==> src/rtl/irq_route_pkg.sv <==
package irq_route_pkg;

    localparam logic [7:0] OFF_SELECT   = 8'h00;
    localparam logic [7:0] OFF_WINDOW   = 8'h10;

    localparam logic [7:0] IDX_IDENT    = 8'h00;
    localparam logic [7:0] IDX_VERSION  = 8'h01;
    localparam logic [7:0] IDX_ARBIT    = 8'h02;
    localparam logic [7:0] IDX_TBL_BASE = 8'h10;

    localparam logic [7:0] VERSION_CODE = 8'h11;
    localparam int         IDENT_LSB    = 24;
    localparam int         IDENT_W      = 4;
    localparam int         CAP_LSB      = 16;
    localparam int         MASK_BIT     = 16;
    localparam int         PIN_IDX_W    = 7;
    localparam int         ENTRY_W      = 64;
    localparam int         HALF_W       = 32;

    typedef enum logic [2:0] {
        TGT_IDENT,
        TGT_VERSION,
        TGT_ARBIT,
        TGT_ENT_LO,
        TGT_ENT_HI,
        TGT_NONE
    } sel_target_e;

    typedef struct packed {
        sel_target_e            kind;
        logic [PIN_IDX_W-1:0]   pin;
    } sel_decode_t;

    function automatic logic [ENTRY_W-1:0] entry_reset_value();
        logic [ENTRY_W-1:0] v;
        v = '0;
        v[MASK_BIT] = 1'b1;
        return v;
    endfunction

    function automatic logic [31:0] version_word(input int npins);
        logic [31:0] w;
        w = {24'h0, VERSION_CODE};
        w[CAP_LSB +: 8] = 8'(npins - 1);
        return w;
    endfunction

    function automatic sel_decode_t decode_select(input logic [7:0] sel, input int npins);
        sel_decode_t d;
        logic [8:0]  limit;
        logic [7:0]  rel;
        limit = 9'(32'(IDX_TBL_BASE) + 2 * npins);
        rel   = sel - IDX_TBL_BASE;
        d.pin = '0;
        if (sel == IDX_IDENT)             d.kind = TGT_IDENT;
        else if (sel == IDX_VERSION)      d.kind = TGT_VERSION;
        else if (sel == IDX_ARBIT)        d.kind = TGT_ARBIT;
        else if (sel >= IDX_TBL_BASE && {1'b0, sel} < limit) begin
            d.kind = rel[0] ? TGT_ENT_HI : TGT_ENT_LO;
            d.pin  = rel[PIN_IDX_W:1];
        end
        else                              d.kind = TGT_NONE;
        return d;
    endfunction

endpackage

==> src/rtl/irq_route_sel_decode.sv <==
module irq_route_sel_decode
    import irq_route_pkg::*;
#(
    parameter int NUM_PINS = 24
) (
    input  logic [7:0]  sel,
    output sel_decode_t dec
);
    always_comb begin
        dec = decode_select(sel, NUM_PINS);
    end
endmodule

==> src/rtl/irq_route_entry_bank.sv <==
module irq_route_entry_bank
    import irq_route_pkg::*;
#(
    parameter int NUM_PINS = 24,
    localparam int TBL_W   = NUM_PINS * ENTRY_W
) (
    input  logic                 clk,
    input  logic                 rst,
    input  logic                 wr_en,
    input  logic                 wr_hi,
    input  logic [PIN_IDX_W-1:0] wr_pin,
    input  logic [HALF_W-1:0]    wr_data,
    output logic [TBL_W-1:0]     tbl,
    output logic                 rescan
);
    localparam logic [ENTRY_W-1:0] RST_ENTRY = entry_reset_value();

    for (genvar p = 0; p < NUM_PINS; p++) begin : g_pin
        logic [HALF_W-1:0] lo_q;
        logic [HALF_W-1:0] hi_q;
        logic              hit;

        assign hit = wr_en && (wr_pin == PIN_IDX_W'(p));

        always_ff @(posedge clk) begin
            if (rst) begin
                lo_q <= RST_ENTRY[HALF_W-1:0];
                hi_q <= RST_ENTRY[ENTRY_W-1:HALF_W];
            end else if (hit) begin
                if (wr_hi) hi_q <= wr_data;
                else       lo_q <= wr_data;
            end
        end

        assign tbl[p*ENTRY_W +: ENTRY_W] = {hi_q, lo_q};
    end

    always_ff @(posedge clk) begin
        if (rst) rescan <= 1'b0;
        else     rescan <= wr_en;
    end
endmodule

==> src/rtl/irq_route_read_port.sv <==
module irq_route_read_port
    import irq_route_pkg::*;
#(
    parameter int NUM_PINS = 24,
    localparam int TBL_W   = NUM_PINS * ENTRY_W
) (
    input  logic               clk,
    input  logic               rst,
    input  logic               rd,
    input  logic [7:0]         off,
    input  logic [7:0]         sel,
    input  logic [IDENT_W-1:0] ident,
    input  sel_decode_t        dec,
    input  logic [TBL_W-1:0]   tbl,
    output logic [31:0]        rdata
);
    localparam logic [31:0] VER_WORD = version_word(NUM_PINS);

    logic [ENTRY_W-1:0] ent;
    logic [31:0]        win_val;
    logic [31:0]        nxt;

    always_comb begin
        ent = '0;
        for (int p = 0; p < NUM_PINS; p++) begin
            if (dec.pin == PIN_IDX_W'(p)) ent = tbl[p*ENTRY_W +: ENTRY_W];
        end
    end

    always_comb begin
        win_val = '0;
        unique case (dec.kind)
            TGT_IDENT:   win_val[IDENT_LSB +: IDENT_W] = ident;
            TGT_VERSION: win_val = VER_WORD;
            TGT_ENT_LO:  win_val = ent[HALF_W-1:0];
            TGT_ENT_HI:  win_val = ent[ENTRY_W-1:HALF_W];
            default:     win_val = '0;
        endcase
    end

    always_comb begin
        if (off == OFF_SELECT)      nxt = {24'h0, sel};
        else if (off == OFF_WINDOW) nxt = win_val;
        else                        nxt = '0;
    end

    always_ff @(posedge clk) begin
        if (rst)     rdata <= '0;
        else if (rd) rdata <= nxt;
    end
endmodule

==> src/rtl/irq_route_regs.sv <==
module irq_route_regs
    import irq_route_pkg::*;
#(
    parameter int NUM_PINS = 24,
    localparam int TBL_W   = NUM_PINS * ENTRY_W
) (
    input  logic             clk,
    input  logic             rst,
    input  logic             bus_wr,
    input  logic             bus_rd,
    input  logic [7:0]       bus_addr,
    input  logic [31:0]      bus_wdata,
    output logic [31:0]      bus_rdata,
    output logic [TBL_W-1:0] route_tbl,
    output logic             rescan_req
);
    logic [7:0]         sel_q;
    logic [IDENT_W-1:0] ident_q;
    sel_decode_t        dec;
    logic               sel_wr;
    logic               win_wr;
    logic               ent_wr;

    assign sel_wr = bus_wr && (bus_addr == OFF_SELECT);
    assign win_wr = bus_wr && (bus_addr == OFF_WINDOW);
    assign ent_wr = win_wr && (dec.kind == TGT_ENT_LO || dec.kind == TGT_ENT_HI);

    irq_route_sel_decode #(.NUM_PINS(NUM_PINS)) u_dec (
        .sel (sel_q),
        .dec (dec)
    );

    always_ff @(posedge clk) begin
        if (rst) begin
            sel_q   <= '0;
            ident_q <= '0;
        end else begin
            if (sel_wr) sel_q <= bus_wdata[7:0];
            if (win_wr && dec.kind == TGT_IDENT)
                ident_q <= bus_wdata[IDENT_LSB +: IDENT_W];
        end
    end

    irq_route_entry_bank #(.NUM_PINS(NUM_PINS)) u_bank (
        .clk     (clk),
        .rst     (rst),
        .wr_en   (ent_wr),
        .wr_hi   (dec.kind == TGT_ENT_HI),
        .wr_pin  (dec.pin),
        .wr_data (bus_wdata),
        .tbl     (route_tbl),
        .rescan  (rescan_req)
    );

    irq_route_read_port #(.NUM_PINS(NUM_PINS)) u_rd (
        .clk   (clk),
        .rst   (rst),
        .rd    (bus_rd),
        .off   (bus_addr),
        .sel   (sel_q),
        .ident (ident_q),
        .dec   (dec),
        .tbl   (route_tbl),
        .rdata (bus_rdata)
    );
endmodule

==> config.mk <==
export PLATFORM = sky130hd
export DESIGN_NAME = irq_route_regs
export DESIGN_NICKNAME = d
export VERILOG_FILES = /design/src/rtl/irq_route_pkg.sv /design/src/rtl/irq_route_sel_decode.sv /design/src/rtl/irq_route_entry_bank.sv /design/src/rtl/irq_route_read_port.sv /design/src/rtl/irq_route_regs.sv
export SDC_FILE = /design/constraint.sdc
export NUM_CORES = 2
export LEC_CHECK = 0
export BUFFER_PORTS_ARGS = -buffer_cell sky130_fd_sc_hd__buf_2
export CORE_AREA = 4 4 617 619
export CTS_CLUSTER_SIZE = 10
export DETAILED_ROUTE_END_ITERATION = 8
export DIE_AREA = 0 0 621 623
export PLACE_DENSITY_LB_ADDON = 0.25
export SLEW_MARGIN = 30
export SYNTH_ARGS = -nofsm -noshare
export SYNTH_HDL_FRONTEND = slang
export SYNTH_HIERARCHICAL = 1
export SYNTH_SLANG_ARGS = --single-unit
==> constraint.sdc <==
create_clock -name clk -period 4.5 [get_ports clk]
set_input_delay 0 -clock clk [delete_from_list [all_inputs] [get_ports clk]]
set_output_delay 0 -clock clk [all_outputs]
set_load 0.005 [all_outputs]
* After elaboration in Yosys (flattened, before gate mapping)
Index checks and enable logic that the tools add are counted.
Word-level totals: input port bits 44, word-level logic and storage cells 205, flip-flop bits (word level) 1581
Operators by class: eq/ne operators 29, order comparisons 2, add/subtract/negate cells 1, reductions and logical operators 82, muxes and demuxes 38, bitwise operators 1
Operators by type and width (number):
- $mux 64 | 24
- $reduce_and 2->1 | 48
- $pmux 24 s3 | 1
- $mux 32 | 2
- $eq 7x4->1 const B | 8
- $eq 7x5->1 const B | 8
- $logic_and 1x1->1 | 29
- $eq 7x3->1 const B | 4
- $mux 7 | 4
- $logic_not 8->1 | 2
- $mux 3 | 5
- $eq 7x2->1 const B | 2
- $pmux 4 s3 | 1
- $eq 8x1->1 const B | 1
- $eq 8x2->1 const B | 1
- $eq 8x5->1 const B | 1
- $ge 8x5->1 const B | 1
- $lt 8x7->1 const B | 1
- $pmux 4 s2 | 1
- $sub 8x5->8 const B | 1
- $eq 7x1->1 const B | 1
- $logic_not 7->1 | 1
- $eq 3x1->1 const B | 1
- $eq 3x2->1 const B | 1
- 4 further kinds | 4

* Depth between registers and ports, before layout
depth in word-level cells 34, gate-level depth with buffers 18

* Hierarchy
The synthesis kept the hierarchy.
Modules (own cells, without submodules):
- irq_route_entry_bank | seq. area each 30769.5 um^2, cells each 5214, times used 1, area each 58722.6 um^2
- irq_route_read_port | seq. area each 640.6 um^2, cells each 2238, times used 1, area each 15705.1 um^2
- irq_route_regs | seq. area each 240.2 um^2, cells each 60, times used 1, area each 651.9 um^2
- irq_route_sel_decode | seq. area each 0.0 um^2, cells each 33, times used 1, area each 234.0 um^2

* Worst setup path after synthesis
No wires, ideal clock.
path type flip-flop to flip-flop, from register sel_q[4], to register u_rd.rdata[11], arrival time 3.467 ns, period minus slack after synthesis 3.597 ns, stages on the path, launching flop included 15, path slack 0.903 ns, setup time 0.130 ns, path through dfxtp_1 inv_1 ha_1 a21boi_2 nor4_1 or4b_1 buf_2 buf_6 buf_6 nor2_2 o21ai_0 a21oi_1 o221ai_1 a211oi_1 o22ai_1
RTL lines:
- from (decl) | RTL line irq_route_regs.sv:17 | logic [7:0] sel_q;
- from (signal assigned) | RTL line irq_route_regs.sv:38 | if (sel_wr) sel_q <= bus_wdata[7:0];
- to (signal assigned) | RTL line irq_route_read_port.sv:49 | else if (rd) rdata <= nxt;
- to (decl) | RTL line irq_route_read_port.sv:15 | output logic [31:0] rdata

==> results by stage <==
Run status:
- The run finished, with violations left.
- The checks that failed: negative setup slack.

Drt:
- The detailed-router iteration count before antenna repair is 6.
- After the first detailed-routing iteration, the DRC count stood at 9710.
- The total detailed-routing wirelength is 729000 um.
- The routed layout has 77200 vias.
- In the routed design, unresolved DRC markers number 0.
- The count of nets left with antenna violations after detail routing is 0.
- Using the TritonRoute via totals, the vias-per-cell ratio works out to 5.28.
- The post-detailed-route wirelength per cell is 49.8 um.

Critical path:
- The critical path runs through a total of 16 cells.
- The worst register-to-register path begins at sel_q[2].
- Walking the worst path, the cells encountered are nor3_2 > and2_2 > nor2_4 > buf_4 > buf_12 > buf_4 > buf_4 > and2_1 > buf_4 > nor2_2 > o211ai_1 > nand2_1 > and4bb_1 > nor3_1 > buf_4 > o31a_1.
- The number of cells on the worst reg-to-reg path is 16.
- The data required time of the critical path is 5.29 ns.
- Counting both buffers and inverters, the worst setup path holds a total of 6.
- The most critical setup path has its startpoint at sel_q[2].
- The cell at the slowest stage of the critical path is sky130_fd_sc_hd__nor2_2.
- In this design, the largest share of critical-path delay is due to simple AND/OR/NAND/NOR gates.
- The critical path in this run is classified as register to register.
- At the worst endpoint, the arrival time is 5.37 ns.
- The type of origin of the critical path is a register.
- The delay of the slowest cell on the worst path is 0.55 ns.
- The worst register-to-register path ends at u_rd/rdata[18].
- Among the stages of the critical path, the cell type that occurs most often is sky130_fd_sc_hd__buf_4.
- STA classifies the critical path endpoint as a register.
- Following the worst setup path forward leads to its endpoint at u_rd/rdata[18].
- The register-to-register setup slack is -0.07 ns.
- The highest fanout seen on the critical path is 12.

Floorplan:
- 1613 I/O pins were placed.
- The initial standard-cell utilization of the core is 0.201.
- The height of the chip is 623 um.
- The standard-cell row count is 225.
- The floorplan step defined a die boundary enclosing 387000 um^2.
- In this run the horizontal extent of the chip is 621 um.
- The core region is 375000 um^2.

Yosys:
- A synthesized cell averages 9.98 um^2.
- The cell accounting for the most synthesized area is sky130_fd_sc_hd__dfxtp_1.
- For this run, asynchronously set or reset flops after synthesis account for 0.
- The share of Yosys cell area claimed by the top area cell type is 0.420.
- For this run, the number of Yosys warnings is 6.
- After synthesis, the cell types taking the most area are sky130_fd_sc_hd__dfxtp_1 42%, sky130_fd_sc_hd__mux2i_1 22%, sky130_fd_sc_hd__nand2b_1 13%.
- The number of instances in the synthesized netlist is 7545.
- When the netlist entered floorplanning its net count stood at 7592.
- The synthesized design contains 1581 register bits.
- In the synthesized netlist the dominant register cell turns out to be sky130_fd_sc_hd__dfxtp_1.
- The fraction of the yosys area taken by sequential cells is 0.420.
- In this run, distinct cell masters in the synthesized netlist total 93.
- Yosys mapped a number of flops with a built-in enable equal to 0.
- The post-synthesis instance area is 75300 um^2.

CTS:
- The clock slew seen by the registers of the worst setup and hold paths is 0.06 ns.
- The number of H-tree levels is 4.
- The source-to-sink clock delay at the later pin of the worst-skew pair is 0.99 ns.
- TritonCTS built the clock tree.
- In this run the deepest clock path goes through 4 buffers.
- The cell sitting at the root of the clock tree is a sky130_fd_sc_hd__clkbuf_16.
- Clock tree synthesis found a total of 1581 sinks.
- The number of buffers added by the clock tree synthesis step is 208.

Global route:
- The met2 global-route usage is 0.552.
- The largest net degree at the start of global routing is 220.
- Global routing finished with a remaining overflow of 0.
- The number of antenna violations at the first check in global routing was 64.
- The fraction of met1 tracks used by global routing is 0.398.
- The number of global-route vias before repair is 73300.
- The layer flagged by global routing as most heavily used is met2.
- For this run, global-route usage on met3 was measured as 0.134.
- The global-route total usage across every layer is 0.359.
- The first global-routing pass estimated 902000 um of wire.

Pwr:
- Of the total power, combinational logic draws 0.039.
- The share of total power dissipated in sequential elements is 0.435.
- Across the VDD grid, the largest voltage drop is 315 uV.
- The internal portion of the total power is 24000 uW.
- For this design the total switching power over the nets is 8240 uW.
- Of the total power, the clock network draws 0.526.
- For this design the static power due to leakage is 0.0510 uW.
- The power density over cell area is 315 nW/um^2.
- The switching part of the total power is 0.256.

Run:
- The tool flagged a number of max-cap violations equal to 0.

STA:
- Setup repair after global routing left no endpoint under its margin.
- The count of final max-slew check failures is 0.
- The count of final hold-check violations is 0.
- The smallest setup slack after layout is -0.0710 ns.
- The worst pin sits at a relative slew slack of 0.156.
- The number of endpoints failing setup at the final stage is 2.
- The final clock skew is 0.115 ns.
- The final-layout worst hold slack is 0.218 ns.
- The upper clock frequency limit is 0.219 GHz.
- In the finished design, the share of the clock period the worst path needs comes to 1.02.
- The transition time of the tightest slew-check pin is 1.27 ns.
- The post-layout minimum cycle time is 4.57 ns.

Final layout:
- The post-layout instance area is 102000 um^2.
- At the end of the flow the core is filled with cells to 0.273.
- The fraction of final layout cells with drive strength greater than 1 is 0.320.
- The net count reported at finish is 9520.
- The synthesis-to-layout area growth is 35.7%.

Placed design:
- After detailed placement, the total cell area comes to 94800 um^2.
- At the placement stage, the worst setup path has a slack of -0.657 ns.
- The half-perimeter wire length after detailed placement is 584000 um.
- In this run the tool buffered the top-level ports with 1612 buffer cells.
- Routability-driven placement finished with a final weighted congestion of 1.06.

Hold path:
- The depth of the worst hold-timing path is 4.
- The type of the worst min-delay path is input port to register.
-- power groups by stage --
stage	Sequential, uW	Combinational (uW)	Clock, uW
final	14000	1260	16900
after CTS	14000	1230	17200
after floorplan	14300	551	0
after detailed placement	14300	1190	0
after global placement	14300	1170	0
after global routing	14000	1250	17600
-- worst min-delay path: stages --
cell and delay (ns):
sky130_fd_sc_hd__dlygate4sd3_1 0.52, sky130_fd_sc_hd__buf_2 0.13, sky130_fd_sc_hd__nand2b_4 0.23, sky130_fd_sc_hd__mux2i_1 0.22
-- through the flow --
step / std cells / power (uW) / setup TNS [ns]
after CTS: 14600 / 32400 / 0
after global placement: 14200 / 15500 / -4.41
after global routing: 14600 / 32800 / 0
after detailed placement: 14200 / 15500 / -1.80
final: 14600 / 32200 / -0.0857
after floorplan: 7545 / 14900 / 0
-- cells in the final DEF, fill, tap and decap left out, types with 24 or more instances in the layout --
master,instances
sky130_fd_sc_hd__nand3_4,35
sky130_fd_sc_hd__buf_4,657
sky130_fd_sc_hd__buf_2,1614
sky130_fd_sc_hd__nor2_1,185
sky130_fd_sc_hd__nand3_1,66
sky130_fd_sc_hd__a221oi_1,63
sky130_fd_sc_hd__clkbuf_1,47
sky130_fd_sc_hd__o221ai_1,44
sky130_fd_sc_hd__a221o_1,29
sky130_fd_sc_hd__a22o_1,27
sky130_fd_sc_hd__o211ai_1,32
sky130_fd_sc_hd__a22oi_1,104
sky130_fd_sc_hd__a21oi_1,221
sky130_fd_sc_hd__a31oi_1,37
sky130_fd_sc_hd__o21ai_0,182
sky130_fd_sc_hd__nand2b_4,33
sky130_fd_sc_hd__mux2i_1,1641
sky130_fd_sc_hd__nor3_1,36
sky130_fd_sc_hd__nand2_1,190
sky130_fd_sc_hd__diode_2,24
sky130_fd_sc_hd__a211oi_1,27
sky130_fd_sc_hd__o22ai_1,89
sky130_fd_sc_hd__dfxtp_1,1581
sky130_fd_sc_hd__mux4_2,74
sky130_fd_sc_hd__nand2b_1,1550
sky130_fd_sc_hd__clkbuf_16,210
sky130_fd_sc_hd__mux2_2,68
sky130_fd_sc_hd__buf_12,138
sky130_fd_sc_hd__dlygate4sd3_1,59
sky130_fd_sc_hd__clkbuf_8,42
-- layout make-up --
type / count / area, um^2
fill: 40200 / 273000
tap: 4994 / 6250
multi-input combinational: 5191 / 41100
timing repair buffer: 2471 / 16400
clock buffer: 299 / 6010
inverter: 20 / 87.6
clock inverter: 49 / 606
antenna: 24 / 60.1
sequential: 1581 / 31700
-- metal layers --
layer / wire [um] / up-vias / part of all wire
li1: - / 30500 / -
met1: 265000 / 40000 / 0.36
met2: 314000 / 5175 / 0.43
met3: 76200 / 1516 / 0.10
met4: 73200 / 18 / 0.10
met5: 142 / - / 0.00019
-- flip-flops by register name, indices dropped and copies added (netlist names) --
name               cells
u_bank/rescan          1
sel_q                  8
ident_q                4
u_rd/rdata            32
u_bank/g_pin.hi_q    768
u_bank/g_pin.lo_q    768
-- synth_stat cells, types with 20 or more instances --
cell type / n
sky130_fd_sc_hd__nand3_1: 97
sky130_fd_sc_hd__mux2i_1: 1643
sky130_fd_sc_hd__o22ai_1: 89
sky130_fd_sc_hd__a31oi_1: 37
sky130_fd_sc_hd__nor3_1: 43
sky130_fd_sc_hd__o211ai_1: 32
sky130_fd_sc_hd__a221o_1: 29
sky130_fd_sc_hd__mux2_2: 68
sky130_fd_sc_hd__a22o_1: 27
sky130_fd_sc_hd__a221oi_1: 65
sky130_fd_sc_hd__buf_2: 240
sky130_fd_sc_hd__buf_1: 49
sky130_fd_sc_hd__a211oi_1: 31
sky130_fd_sc_hd__buf_4: 39
sky130_fd_sc_hd__mux4_2: 74
sky130_fd_sc_hd__a21oi_1: 221
sky130_fd_sc_hd__and3_1: 21
sky130_fd_sc_hd__dfxtp_1: 1581
sky130_fd_sc_hd__inv_1: 20
sky130_fd_sc_hd__nor2_1: 200
sky130_fd_sc_hd__clkbuf_1: 391
sky130_fd_sc_hd__nand2b_1: 1584
sky130_fd_sc_hd__buf_6: 32
sky130_fd_sc_hd__a22oi_1: 105
sky130_fd_sc_hd__o21ai_0: 192
sky130_fd_sc_hd__nand2_1: 197
sky130_fd_sc_hd__o221ai_1: 44
sky130_fd_sc_hd__nor2b_1: 30
-- worst min-delay path by stage --
stage	to	slack [ns]	start
floorplan	sel_q[0]	0.14	bus_wdata[0]
global placement	ident_q[1]	0.32	bus_wdata[25]
detailed placement	ident_q[1]	0.32	bus_wdata[25]
CTS	u_rd/rdata[6]	0.11	bus_addr[1]
global route	u_rd/rdata[1]	0.19	bus_rd
finish	u_bank/g_pin[17].lo_q[19]	0.22	bus_wdata[19]
-- cell families after synthesis --
kind of cell	after synthesis	share of synthesized area
flip-flops	1581	0.420
buffers and inverters	773	0.0477
AND/OR/NAND/NOR	2336	0.184
AO/OA/AOI/OAI	1067	0.0964
multiplexers	1785	0.251
adder cells (fa/ha/maj)	3	0.000498
-- what timing repair did --
action / CTS / global route
pin swaps: 3 / 2
gates resized for setup: 9 / 6
hold buffers: 59 / 0
gates cloned: 0 / 0
endpoints found under the setup margin: 12 / 117
setup buffers: 6 / 6
endpoints found under the hold margin: 727 / 0
No activity file was read; power rests on OpenSTA's default activity.
